==> src/rtl/log8_pkg.sv <==
package log8_pkg;
  // Lowest value held by exponent band e: (2^e - 1) * 2^man_w.
  function automatic int unsigned band_base(input int unsigned e, input int unsigned man_w);
    return ((32'd1 << e) - 32'd1) << man_w;
  endfunction

  // Largest value the code can express: all-ones mantissa in the top band.
  function automatic int unsigned top_value(input int unsigned exp_w, input int unsigned man_w);
    return (((32'd1 << (man_w + 1)) - 32'd1) << ((32'd1 << exp_w) - 1)) - (32'd1 << man_w);
  endfunction
endpackage

==> src/rtl/log8_encoder.sv <==
module log8_encoder #(
  parameter int EXP_W = 4,
  parameter int MAN_W = 4,
  parameter int VAL_W = 20
) (
  input  logic [VAL_W-1:0]       value,
  output logic [EXP_W+MAN_W-1:0] code,
  output logic                   sat
);
  localparam int NBANDS = 2 ** EXP_W;
  localparam logic [VAL_W-1:0] MAXV = VAL_W'(log8_pkg::top_value(EXP_W, MAN_W));

  logic [VAL_W-1:0] band_lo [NBANDS];
  logic [EXP_W-1:0] e_sel;
  logic [VAL_W-1:0] excess;
  logic [MAN_W-1:0] man;

  for (genvar g = 0; g < NBANDS; g++) begin : g_band
    assign band_lo[g] = VAL_W'(log8_pkg::band_base(g, MAN_W));
  end

  // Priority search: highest band whose start does not exceed the value.
  always_comb begin
    e_sel = '0;
    for (int i = 1; i < NBANDS; i++) begin
      if (value >= band_lo[i]) e_sel = EXP_W'(i);
    end
  end

  assign excess = value - band_lo[e_sel];
  assign man    = MAN_W'(excess >> e_sel);
  assign sat    = (value > MAXV);
  assign code   = sat ? '1 : {e_sel, man};
endmodule

==> src/rtl/log8_decoder.sv <==
module log8_decoder #(
  parameter int EXP_W = 4,
  parameter int MAN_W = 4,
  parameter int VAL_W = 20
) (
  input  logic [EXP_W+MAN_W-1:0] code,
  output logic [VAL_W-1:0]       value
);
  localparam logic [VAL_W-1:0] BIAS = VAL_W'(2 ** MAN_W);

  logic [VAL_W-1:0] lead;

  // Mantissa with hidden leading one, shifted by the exponent, minus the bias.
  assign lead  = VAL_W'({1'b1, code[MAN_W-1:0]});
  assign value = (lead << code[EXP_W+MAN_W-1:MAN_W]) - BIAS;
endmodule

==> src/rtl/log8_stage.sv <==
module log8_stage #(
  parameter int W          = 8,
  parameter bit REGISTERED = 1'b1
) (
  input  logic         clk,
  input  logic         rst_n,
  input  logic         in_valid,
  input  logic [W-1:0] in_data,
  output logic         out_valid,
  output logic [W-1:0] out_data
);
  if (REGISTERED) begin : g_reg
    always_ff @(posedge clk or negedge rst_n) begin
      if (!rst_n) begin
        out_valid <= 1'b0;
        out_data  <= '0;
      end else begin
        out_valid <= in_valid;
        if (in_valid) out_data <= in_data;
      end
    end
  end else begin : g_comb
    assign out_valid = in_valid;
    assign out_data  = in_data;
  end
endmodule

==> src/rtl/log8_codec.sv <==
module log8_codec #(
  parameter int EXP_W      = 4,
  parameter int MAN_W      = 4,
  parameter bit REGISTERED = 1'b1,
  localparam int CODE_W    = EXP_W + MAN_W,
  localparam int VAL_W     = MAN_W + 1 + (2 ** EXP_W) - 1
) (
  input  logic              clk,
  input  logic              rst_n,
  input  logic              enc_in_valid,
  input  logic [VAL_W-1:0]  enc_in_value,
  output logic              enc_out_valid,
  output logic [CODE_W-1:0] enc_out_code,
  output logic              enc_out_sat,
  input  logic              dec_in_valid,
  input  logic [CODE_W-1:0] dec_in_code,
  output logic              dec_out_valid,
  output logic [VAL_W-1:0]  dec_out_value
);
  logic [CODE_W-1:0] enc_code;
  logic              enc_sat;
  logic [VAL_W-1:0]  dec_value;

  log8_encoder #(.EXP_W(EXP_W), .MAN_W(MAN_W), .VAL_W(VAL_W)) u_enc (
    .value (enc_in_value),
    .code  (enc_code),
    .sat   (enc_sat)
  );

  log8_decoder #(.EXP_W(EXP_W), .MAN_W(MAN_W), .VAL_W(VAL_W)) u_dec (
    .code  (dec_in_code),
    .value (dec_value)
  );

  log8_stage #(.W(CODE_W + 1), .REGISTERED(REGISTERED)) u_enc_stage (
    .clk       (clk),
    .rst_n     (rst_n),
    .in_valid  (enc_in_valid),
    .in_data   ({enc_sat, enc_code}),
    .out_valid (enc_out_valid),
    .out_data  ({enc_out_sat, enc_out_code})
  );

  log8_stage #(.W(VAL_W), .REGISTERED(REGISTERED)) u_dec_stage (
    .clk       (clk),
    .rst_n     (rst_n),
    .in_valid  (dec_in_valid),
    .in_data   (dec_value),
    .out_valid (dec_out_valid),
    .out_data  (dec_out_value)
  );
endmodule

==> config.mk <==
export PLATFORM = sky130hd
export DESIGN_NAME = log8_codec
export DESIGN_NICKNAME = d
export VERILOG_FILES = /design/src/rtl/log8_pkg.sv /design/src/rtl/log8_encoder.sv /design/src/rtl/log8_decoder.sv /design/src/rtl/log8_stage.sv /design/src/rtl/log8_codec.sv
export SDC_FILE = /design/constraint.sdc
export NUM_CORES = 1
export LEC_CHECK = 0
export BUFFER_PORTS_ARGS = -buffer_cell sky130_fd_sc_hd__clkbuf_2
export CORE_MARGIN = 2
export CORE_UTILIZATION = 39
export CTS_CLUSTER_DIAMETER = 100
export CTS_CLUSTER_SIZE = 16
export DETAILED_ROUTE_END_ITERATION = 12
export PLACE_DENSITY = 0.68
export SYNTH_ARGS = -nofsm -noshare
export SYNTH_HDL_FRONTEND = slang
export SYNTH_SLANG_ARGS = --single-unit
==> constraint.sdc <==
create_clock -name clk -period 2.7 [get_ports clk]
set_clock_uncertainty 0.1 [all_clocks]
set_input_delay 0.135 -clock clk [delete_from_list [all_inputs] [get_ports clk]]
set_output_delay 0.135 -clock clk [all_outputs]
set_load 0.01 [all_outputs]
==> reports/metrics.csv <==
stage,metric,value,unit
timing,finalSetupViolations,4,
route,wl_met2,6.177,mm
die,initial_core_util,39.77,%
run,drv_cap,0,
route,dr_total_vias,4298,
hold_path,min_from,dec_in_code[0],
synthesis,synth_seq_cells,31,
placement,place_hpwl,9.614,mm
timing,final.min_clock_period,3674,ps
die,row_count,35,
worst_setup_path,startpoint_type,primary input,
hold_path,hold_class,in -> reg,
worst_setup_path,cp.required,2750,ps
worst_setup_path,crit-reg2reg-capture,u_dec_stage.out_data[18],
synthesis,synth_most_common_cell,nor2_1,
synthesis,async_flop_share,100.0,%
route,vias_per_cell,5.896,
route,dr.pass1.iters,6,
status,violations,negative setup slack,
clock_tree,clk_latency,280,ps
die,fp.dieArea,10070,um^2
finish,layout-drive-gt1-share,43.37,%
timing,fmax,272.2,MHz
timing,tightest_slew,796.6,ps
clock_tree,numCtsBuffers,5,
pwr,p_int,0.001049,W
pwr,comb_power_share,43.8,%
pwr,finalPower,0.001643,W
synthesis,ys.flop_type,dfrtp_1,
finish,num-nets-final,666,
worst_setup_path,critical_path.endpoint_type,flip-flop,
route,route.met3.wl,753,um
worst_setup_path,worstReg2RegStart,u_dec_stage.out_data[18],
synthesis,postSynthCellCount,437,
pwr,power.share.switching,36.15,%
grt,grt_max_degree,32,
grt,antenna_found_initial,0,
grt,gr-total-overflow,0,
worst_setup_path,cp.arrival,3720,ps
hold_path,holdPathEnd,u_dec_stage.out_data[0],
placement,gp_congestion,0.9746,
grt,grt_pass1_vias,4143,
synthesis,syn_area_per_cell,8.289,um^2
clock_tree,cts_buffer_depth,2,
timing,tns,-3732,ps
synthesis,ys_seq_area_share,21.42,%
synthesis,synth_area,3622,um^2
clock_tree,cts_tree,built,
finish,syn2layout_area_growth,47.15,%
clock_tree,cts-root-buf,clkbuf_8,
timing,min_period_over_period,136.1,%
finish,diodes,0,
status,outcome,finished with violations,
synthesis,synth_edf_count,0,
worst_setup_path,r2r_cells,3,
grt,grt_pass1_wl,20.23,mm
synthesis,yosys-top-cells-area,"dfrtp_1 21%, ha_1 5.2%, mux2i_1 4.4%",
die,boundaryPins,63,
timing,rsz0062_at_grt,yes,
synthesis,yosysWarnings,0,
timing,max-slew-margin-rel,46.89,%
pwr,pwr-share-seq,33.5,%
placement,placed_cell_area,4862,um^2
worst_setup_path,worstSetupPathType,in -> reg,
route,drtAntennaViolNets,0,
route,drt_iter0_markers,225,
timing,slew_violations,0,
pwr,ir_drop,0.1779,mV
clock_tree,htreeDepth,2,
pwr,pwr_density_cell,308.2,nW/um^2
synthesis,synth_top_area_cell,dfrtp_1,
timing,hold_violations,0,
worst_setup_path,timing.reg2reg.setup_slack,1710,ps
pwr,p_leak,2.460,nW
grt,groute.usage.overall,24.64,%
clock_tree,clk_pin_slew,70,ps
finish,design_area,5330,um^2
synthesis,synth_top_area_share,21.42,%
die,die_w,100.4,um
die,die_y,100.4,um
placement,port_buffers,62,
route,wire_per_inst,17.55,um
route,wirelength,12.80,mm
die,core,9109,um^2
synthesis,synth_commonest_cells,"39 x nor2_1, 35 x nand2_1, 31 x dfrtp_1",
synthesis,ys_types,93,
timing,post-route-worst-setup-slack,-974.4,ps
worst_setup_path,crit_path_max_fanout,4,
timing,whs,47.62,ps
synthesis,syn-num-nets,485,
route,drc,0,
clock_tree,clkSinkCount,31,
pwr,power_frac_clock,22.8,%
hold_path,hold_path_depth,3,
pwr,switching_power,0.0005939,W
route,wl_met1,5.503,mm
route,highest_layer,met4,
worst max-delay path, cell delays in order:
cell and delay (ps):
buf_6 110, buf_6 110, nor4_4 290, nand4_1 260, inv_2 150, a221oi_4 90
a22oi_4 240, nor2_4 70, nand2_2 80, ha_4 140, inv_2 40, fa_2 380
a21oi_2 160, o211ai_1 150, o41ai_2 440, xnor2_2 160, a2111oi_2 390, a311oi_1 80
a31oi_1 150, a21oi_1 80
worst max-delay path by stage:
| stage | start | end | slack (ps) | depth (start not counted) |
|---|---|---|---|---|
| after floorplan | enc_in_value[15] | u_enc_stage.out_data[0] | -970 | 20 |
| after global placement | enc_in_value[5] | u_enc_stage.out_data[0] | -1070 | 18 |
| after detailed placement | enc_in_value[5] | u_enc_stage.out_data[0] | -1230 | 18 |
| after CTS | enc_in_value[5] | u_enc_stage.out_data[0] | -860 | 18 |
| after global routing | enc_in_value[12] | u_enc_stage.out_data[0] | -1130 | 20 |
| final | enc_in_value[12] | u_enc_stage.out_data[0] | -970 | 20 |
cell usage in the layout (no fill, tap or decap), types with 9 or more instances in the layout:
master	count
nor2_1	37
ha_1	14
a21oi_1	20
nand3_1	12
o21ai_0	15
nand2_1	34
inv_1	13
mux2i_1	16
a31oi_1	11
clkbuf_2	55
nor3_1	16
nand4_1	9
dfrtp_1	31
buf_4	126
what timing repair did:
item | in CTS | in global routing
gates cloned | 0 | 0
hold buffers | 1 | 0
endpoints found under the setup margin | 4 | 4
hold endpoints to repair | 31 | 0
pin swaps | 15 | 23
setup buffers | 4 | 13
gates resized for setup | 23 | 34
flip-flops by register name, indices dropped and copies added (netlist names):
signal and cells:
u_enc_stage.out_data 9, u_enc_stage.out_valid 1, u_dec_stage.out_valid 1, u_dec_stage.out_data 20
power groups by stage:
| stage | logic [W] | registers, W | clock network [W] |
|---|---|---|---|
| global placement | 0.000649 | 0.000557 | 0 |
| global route | 0.000781 | 0.000556 | 0.000407 |
| floorplan | 0.000351 | 0.000580 | 0 |
| finish | 0.000719 | 0.000550 | 0.000374 |
| detailed placement | 0.000659 | 0.000559 | 0 |
| CTS | 0.000682 | 0.000551 | 0.000382 |
cell type report:
| cell class | instances | area (um^2) |
|---|---|---|
| multi-input cells | 371 | 2894 |
| clock buffers | 6 | 82.58 |
| repair buffers | 192 | 1368 |
| inverters | 17 | 66.31 |
| clock inverters | 1 | 5.005 |
| flip-flops and latches | 31 | 775.7 |
| well taps | 111 | 138.9 |
| fillers | 779 | 3779 |
per-stage QoR:
step,util [%],setup slack [ps],cells
3_5_place_dp,53.38,-1234,704
3_3_place_gp,53.38,-1072,704
2_1_floorplan,-,-967.0,437
5_1_grt,58.52,-1135,729
4_1_cts,55.99,-863.9,716
6_report,58.52,-974.4,729
routing by layer:
metal	up-vias	GRT usage (%)
met5	-	0
met2	170	42.02
li1	2056	-
met4	0	7.798
met3	40	3.691
met1	2032	32.04
kinds of logic after synthesis:
| logic type | share of synthesized area (%) |
|---|---|
| multiplexers | 7.634 |
| AND/OR/NAND/NOR | 26.70 |
| adder cells (fa/ha/maj) | 5.734 |
| AO/OA/AOI/OAI | 30.16 |
| XOR/XNOR | 3.869 |
| buffers and inverters | 4.490 |
| flip-flops | 21.42 |
Power figures use the tool's default switching activity.
